## src/rtl/flashq_pkg.sv

```systemverilog
package flashq_pkg;

  localparam int BUS_BYTES = 4;
  localparam int QROM_LEN  = 'h52;

  typedef enum logic [1:0] {
    MODE_STATUS = 2'd0,
    MODE_IDENT  = 2'd1,
    MODE_QUERY  = 2'd2,
    MODE_NONE   = 2'd3
  } qmode_e;

  typedef struct packed {
    logic                 load;
    logic                 selStatus;
    logic                 selIdent;
    logic                 selQuery;
    logic [BUS_BYTES-1:0] laneMask;
  } fmtStrobe_t;

  function automatic logic [7:0] queryRom(input logic [6:0] idx);
    logic [7:0] b;
    case (idx)
      7'h10: b = 8'h51;
      7'h11: b = 8'h52;
      7'h12: b = 8'h59;
      7'h13: b = 8'h01;
      7'h15: b = 8'h31;
      7'h31: b = 8'h50;
      7'h32: b = 8'h52;
      7'h33: b = 8'h49;
      7'h34: b = 8'h31;
      7'h35: b = 8'h30;
      default: b = 8'h00;
    endcase
    return b;
  endfunction

  function automatic int log2w(input int w);
    return (w >= 4) ? 2 : (w >= 2) ? 1 : 0;
  endfunction

endpackage

```

## src/rtl/fqf_ctrl.sv

```systemverilog
module fqf_ctrl
  import flashq_pkg::*;
(
  input  logic       clk,
  input  logic       rstN,
  input  logic       rdEn,
  input  qmode_e     mode,
  input  logic [1:0] accSize,
  output fmtStrobe_t strobe
);

  always_comb begin
    strobe.load      = rdEn;
    strobe.selStatus = rdEn && (mode == MODE_STATUS);
    strobe.selIdent  = rdEn && (mode == MODE_IDENT);
    strobe.selQuery  = rdEn && (mode == MODE_QUERY);
    case (accSize)
      2'd0:    strobe.laneMask = 4'b0001;
      2'd1:    strobe.laneMask = 4'b0011;
      default: strobe.laneMask = 4'b1111;
    endcase
  end


  sel_onehot_chk: assert property (@(posedge clk) disable iff (!rstN)
    $onehot0({strobe.selStatus, strobe.selIdent, strobe.selQuery}));


  mask_base_chk: assert property (@(posedge clk) disable iff (!rstN)
    strobe.load |-> (strobe.laneMask[0] && (strobe.laneMask[3] == strobe.laneMask[2])));

endmodule

```

## src/rtl/fqf_datapath.sv

```systemverilog
module fqf_datapath
  import flashq_pkg::*;
#(
  parameter int         ADDR_W    = 12,
  parameter int         BANK_W    = 2,
  parameter int         DEV_W     = 1,
  parameter int         MAX_DEV_W = 2,
  parameter logic [7:0] MFR_CODE  = 8'h5A,
  parameter logic [7:0] PART_CODE = 8'h3C
) (
  input  logic                   clk,
  input  logic                   rstN,
  input  fmtStrobe_t             strobe,
  input  logic [ADDR_W-1:0]      addr,
  input  logic [7:0]             statusByte,
  output logic [8*BUS_BYTES-1:0] rdData,
  output logic                   rdValid
);

  localparam int  SHIFT     = log2w(BANK_W) + log2w(MAX_DEV_W) - log2w(DEV_W);
  localparam bit  X8_REPEAT = (DEV_W < MAX_DEV_W);

  logic [8*BUS_BYTES-1:0] nextWord;
  logic [BUS_BYTES-1:0][7:0] laneByte;

  initial begin
    cfg_legal_chk: assert ((BANK_W == 1 || BANK_W == 2 || BANK_W == 4) &&
                           (DEV_W == 1 || DEV_W == 2 || DEV_W == 4) &&
                           (MAX_DEV_W == 1 || MAX_DEV_W == 2 || MAX_DEV_W == 4) &&
                           (DEV_W <= BANK_W) && (DEV_W <= MAX_DEV_W) &&
                           (!X8_REPEAT || (DEV_W == 1 && BANK_W <= 4)) &&
                           (ADDR_W >= 8));
  end

  for (genvar l = 0; l < BUS_BYTES; l++) begin : g_lane
    localparam int SLICE    = l / BANK_W;
    localparam int IN_DEV   = (l % BANK_W) % DEV_W;
    localparam int ADDR_OFS = SLICE * BANK_W * BANK_W;

    logic [ADDR_W-1:0] sliceAddr;
    logic [ADDR_W-1:0] idx;
    logic [7:0]        qByte;
    logic [7:0]        iByte;

    always_comb begin
      sliceAddr = addr + ADDR_W'(ADDR_OFS);
      idx       = sliceAddr >> SHIFT;
      qByte     = (idx < ADDR_W'(QROM_LEN)) ? queryRom(idx[6:0]) : 8'h00;
      case (idx[7:0])
        8'h00:   iByte = MFR_CODE;
        8'h01:   iByte = PART_CODE;
        default: iByte = 8'h00;
      endcase
      laneByte[l] = 8'h00;
      if (strobe.selQuery && (IN_DEV == 0 || X8_REPEAT)) laneByte[l] = qByte;
      if (strobe.selIdent && IN_DEV == 0)                laneByte[l] = iByte;
      if (strobe.selStatus && (l % DEV_W) == 0)          laneByte[l] = statusByte;
      if (!strobe.laneMask[l])                           laneByte[l] = 8'h00;
    end
  end

  assign nextWord = laneByte;

  always_ff @(posedge clk) begin
    if (!rstN) begin
      rdData  <= '0;
      rdValid <= 1'b0;
    end else begin
      rdValid <= strobe.load;
      if (strobe.load) rdData <= nextWord;
    end
  end


  hold_data_chk: assert property (@(posedge clk) disable iff (!rstN)
    !strobe.load |=> $stable(rdData));


  valid_pulse_chk: assert property (@(posedge clk) disable iff (!rstN)
    !strobe.load |=> !rdValid);


  byte_mask_chk: assert property (@(posedge clk) disable iff (!rstN)
    (strobe.load && strobe.laneMask == 4'b0001) |=> (rdData[31:8] == '0));


  idle_zero_chk: assert property (@(posedge clk) disable iff (!rstN)
    (strobe.load && !strobe.selStatus && !strobe.selIdent && !strobe.selQuery)
      |=> (rdData == '0));


  status_low_chk: assert property (@(posedge clk) disable iff (!rstN)
    strobe.selStatus |=> (rdData[7:0] == $past(statusByte)));

  if (X8_REPEAT && BANK_W >= 2) begin : g_rep_chk

    repeat_fill_chk: assert property (@(posedge clk) disable iff (!rstN)
      (strobe.selQuery && strobe.laneMask[1]) |=> (rdData[15:8] == rdData[7:0]));
  end

endmodule

```

## src/rtl/flash_query_fmt.sv

```systemverilog
module flash_query_fmt
  import flashq_pkg::*;
#(
  parameter int         ADDR_W    = 12,
  parameter int         BANK_W    = 2,
  parameter int         DEV_W     = 1,
  parameter int         MAX_DEV_W = 2,
  parameter logic [7:0] MFR_CODE  = 8'h5A,
  parameter logic [7:0] PART_CODE = 8'h3C
) (
  input  logic              clk,
  input  logic              rstN,
  input  logic              rdEn,
  input  logic [1:0]        mode,
  input  logic [1:0]        accSize,
  input  logic [ADDR_W-1:0] addr,
  input  logic [7:0]        statusByte,
  output logic [31:0]       rdData,
  output logic              rdValid
);

  fmtStrobe_t strobe;

  fqf_ctrl u_ctrl (
    .clk     (clk),
    .rstN    (rstN),
    .rdEn    (rdEn),
    .mode    (qmode_e'(mode)),
    .accSize (accSize),
    .strobe  (strobe)
  );

  fqf_datapath #(
    .ADDR_W    (ADDR_W),
    .BANK_W    (BANK_W),
    .DEV_W     (DEV_W),
    .MAX_DEV_W (MAX_DEV_W),
    .MFR_CODE  (MFR_CODE),
    .PART_CODE (PART_CODE)
  ) u_dp (
    .clk        (clk),
    .rstN       (rstN),
    .strobe     (strobe),
    .addr       (addr),
    .statusByte (statusByte),
    .rdData     (rdData),
    .rdValid    (rdValid)
  );

endmodule

```

## config.mk

```make
export PLATFORM = sky130hd
export DESIGN_NAME = flash_query_fmt
export DESIGN_NICKNAME = d
export VERILOG_FILES = /design/src/rtl/flashq_pkg.sv /design/src/rtl/fqf_ctrl.sv /design/src/rtl/fqf_datapath.sv /design/src/rtl/flash_query_fmt.sv
export SDC_FILE = /design/constraint.sdc
export NUM_CORES = 1
export LEC_CHECK = 0
export BUFFER_PORTS_ARGS = -buffer_cell sky130_fd_sc_hd__buf_2
export CAP_MARGIN = 10
export CORE_MARGIN = 3
export CORE_UTILIZATION = 40
export DETAILED_ROUTE_END_ITERATION = 8
export SLEW_MARGIN = 20
export SYNTH_ARGS = -nofsm -noshare
export SYNTH_HDL_FRONTEND = slang
export SYNTH_SLANG_ARGS = --single-unit
```

## constraint.sdc

```tcl
create_clock -name clk -period 4.53 [get_ports clk]
set_input_delay 0 -clock clk [delete_from_list [all_inputs] [get_ports clk]]
set_output_delay 0 -clock clk [all_outputs]
set_load 0.02 [all_outputs]
```

==> summary.txt <==
Run status
  – Outcome: completed

Yosys
  – Sequential area share after synthesis: 24.7%
  – Synth unique cells: 66
  – Combined area of all synthesized cells: 2030 sq um
  – Number of nets in the synthesized netlist: around 300
  – Number of instances in the synthesized netlist: 264
  – Mean Syn Cell Area: 7.68 sq um
  – Async S/R FF share, synth: 0%
  – Count of synthesis-stage warnings from yosys: 0
  – Register bit total from synthesis: 25
  – Number of synthesized flops with an enable pin: 0
  – Synth Flop Type: sky130_fd_sc_hd__dfxtp_1

Die
  – Y dimension of the die: 77.2 microns
  – Area of the placeable core: 4820 sq um
  – Starting density of the core: 42.1%
  – Row Count: 25
  – Total Die Area: 5960 sq um
  – DIE WIDTH: 77.2 microns
  – I/O Pins: 60

Setup path
  – Cells on worst reg2reg path: 3
  – Critical Path Source Type: primary input
  – Maximum fanout along the worst path: 12
  – Setup slack of the worst register-to-register path: 3.64 ns
  – Series of cell instances along the critical path: buf_2, inv_1, ha_1, nor3_1, o21ai_0, a311oi_1, o21ai_2, or4_1, nand3_1
  – Arrival time at the worst endpoint: 2.11 ns
  – Setup crit end: u_dp.rdData[25]
  – Kind of critical path: primary input to flop
  – Number of buffer and inverter stages on the critical path: 2
  – Cell with the largest stage delay on the worst path: sky130_fd_sc_hd__or4_1
  – CP required: approximately 4.7 ns
  – Number of gates on the worst path with buffers counted: 9
  – Critical Path Source: addr[2]
  – Critical path's largest stage delay: 0.54 ns
  – Top delay family on crit path: simple AND/OR/NAND/NOR gates
  – Critical register-to-register path endpoint: u_dp.rdData[24]
  – Element type at the critical path end: flop
  – Worst flop-to-flop path startpoint: u_dp.rdData[24]

Final layout
  – Nets@finish: 331
  – Antenna Cells: 0
  – Growth of design area from synthesis to finish: 13.1%
  – Final standard cell utilization of the core: between 40 and 50%
  – Share of cells above drive strength 1: a little under a quarter

Clock tree
  – Clk sink count: 25
  – Number of buffers inserted by post-CTS setup repair: 0
  – Clock root cell: sky130_fd_sc_hd__clkbuf_8
  – Insertion delay to the later sink of the worst-skew pair: approximately 0.27 ns
  – Total of cells resized after clock tree synthesis: 0
  – CTS HTree Levels: 1
  – Number of hold buffers added after CTS: 0
  – Number of CTS-inserted buffers: 3
  – Maximum clock path buffer count: 2
  – Clock transition at the registers of the reported paths: 0.09 ns
  – CTS tree: done

Timing
  – Setup TNS: 0 ns
  – Maximum frequency from static timing analysis: 527 MHz
  – Setup clock skew after layout: 0 ns
  – Fin. Hold Viols: 0
  – RSZ-0062 raised after global routing: no
  – Setup-violating endpoint count in the final report: 0
  – Worst slew margin relative to its limit: 47.2%
  – Count of final max-slew check failures: 0
  – Final worst path period share: 41.9%
  – Setup slack of the critical path after layout: about 2.6 ns
  – Actual transition at the worst max-transition pin: 0.789 ns
  – Clock period minus worst slack: 1.90 ns

Job
  – Number of max-cap violations: 0

Global routing
  – Antenna violations before repair: 0
  – Global-route total usage across every layer: 19.0%
  – Vias in the first global route: 1,894
  – Maximum number of pins on one net before global-route repair: 23
  – GRT overflow: 0
  – Global-route wire length before repair: 9430 microns

Power and ir drop
  – Worst voltage drop across the vdd grid: 0.107 mV
  – Static leakage power: roughly 0.94 nW
  – Areal power density over the cells: 206 nW/um^2

Route
  – Per-cell via count in the routed design: about 5.6
  – Residual DRC count: 0
  – Total number of vias: 2,024
  – Routed len/inst: 15.6 microns
  – Initial DRC count: 89
  – Total detailed-routing wirelength: between 5000 and 6000 microns
  – TritonRoute pass-1 iters: 4
  – Count of nets left with antenna violations after detail routing: 0

Worst hold path
  – Classification of the worst-slack hold path: primary input to flop

Placement
  – Count of buffers inserted at the top-level ports: 57
  – Placement-stage worst setup slack: 2.36 ns
  – Placer's final routability congestion estimate: 0.937
  – Detailed Place HPWL: 4450 microns
worst min path at each step:
stage / startpoint / endpoint / slack, ns / cells after the start
4_1_cts: statusByte[7] / u_dp.rdData[7] / 0.01 / 3
6_report: statusByte[7] / u_dp.rdData[7] / 0.01 / 3
5_1_grt: statusByte[7] / u_dp.rdData[23] / 0.03 / 3
3_5_place_dp: statusByte[7] / u_dp.rdData[7] / 0.30 / 3
3_3_place_gp: statusByte[7] / u_dp.rdData[7] / 0.30 / 3
2_1_floorplan: rdEn / u_dp.rdValid / 0.15 / 2
power breakdown:
part           switching [W]  internal (W)  leakage, nW  total, W
registers         0.00000194      0.000224        0.203  0.000226
logic              0.0000736     0.0000408        0.715  0.000114
clock network      0.0000688     0.0000629       0.0228  0.000132
total               0.000144      0.000328        0.941  0.000472
layer usage:
metal	wire length, microns	track usage, %	up-vias
met2	2530	29.5	49
met1	2780	27.6	936
met3	273	3.17	8
li1	-	-	1031
met5	0	0	-
met4	83	3.91	0
synthesized netlist by cell type (6+ instances only):
cell type                  instances  area share, %
sky130_fd_sc_hd__nor3_1            8            2.0
sky130_fd_sc_hd__ha_1              6            3.7
sky130_fd_sc_hd__inv_1             9            1.7
sky130_fd_sc_hd__nand3_1           6            1.5
sky130_fd_sc_hd__dfxtp_1          25             25
sky130_fd_sc_hd__o21ai_0          15            3.7
sky130_fd_sc_hd__nor2_1           15            2.8
sky130_fd_sc_hd__clkbuf_1         11            2.0
sky130_fd_sc_hd__buf_4             8            3.0
sky130_fd_sc_hd__nor2b_1          13            4.0
sky130_fd_sc_hd__a21oi_1          11            2.7
sky130_fd_sc_hd__nand2_1          22            4.1
sky130_fd_sc_hd__a21boi_0          6            2.2
layout by cell type, fill, tap and decap left out, drive strengths merged, types with 5 or more instances in the layout:
master / netlist / layout
nor4: 5 / 5
ha: 6 / 6
a21oi: 11 / 11
or3: 5 / 5
inv: 9 / 9
nor3: 8 / 8
buf: 17 / 57
dfxtp: 25 / 25
nand2: 22 / 22
a21boi: 7 / 7
and2: 5 / 5
nor2b: 13 / 13
nor2: 15 / 15
and3: 5 / 5
nand3: 6 / 6
o21ai: 17 / 17
flip-flops by register name, summed over array words and instances, names as in the netlist:
| signal | cells |
|---|---|
| u_dp.rdData | 24 |
| u_dp.rdValid | 1 |
final cells by class:
cell class | instances | area [sq um]
multi-input combinational | 202 | 1350
tap | 67 | 83.8
inverter | 9 | 33.8
clock buffer | 4 | 45.0
fill | 515 | 2520
timing repair buffer | 57 | 285
sequential | 25 | 500
cells by family (layout without fill, tap and decap cells):
group	after synthesis	count (layout)	share of synthesized area [%]
AND/OR/NAND/NOR	103	103	28.3
AO/OA/AOI/OAI	85	85	30.6
buffers and inverters	37	70	9.01
flip-flops	25	25	24.7
adder cells (fa/ha/maj)	6	6	3.70
XOR/XNOR	5	5	2.16
multiplexers	3	3	1.54
tightest hold or removal path, stage by stage:
cell and delay [ns]:
sky130_fd_sc_hd__buf_2 0.10, sky130_fd_sc_hd__nand2_1 0.07, sky130_fd_sc_hd__a21boi_0 0.07
per-stage QoR:
| step | total power, W | area [sq um] | instances | hold WS (ns) |
|---|---|---|---|---|
| floorplan | 0.000311 | 2030 | 264 | 0.147 |
| CTS | 0.000477 | 2290 | 364 | 0.00969 |
| finish | 0.000472 | 2290 | 364 | 0.00966 |
| global route | 0.000498 | 2290 | 364 | 0.0311 |
| detailed placement | 0.000345 | 2250 | 360 | 0.300 |
| global placement | 0.000345 | 2250 | 360 | 0.302 |
Note: power is estimated with default switching activity, not from simulation.
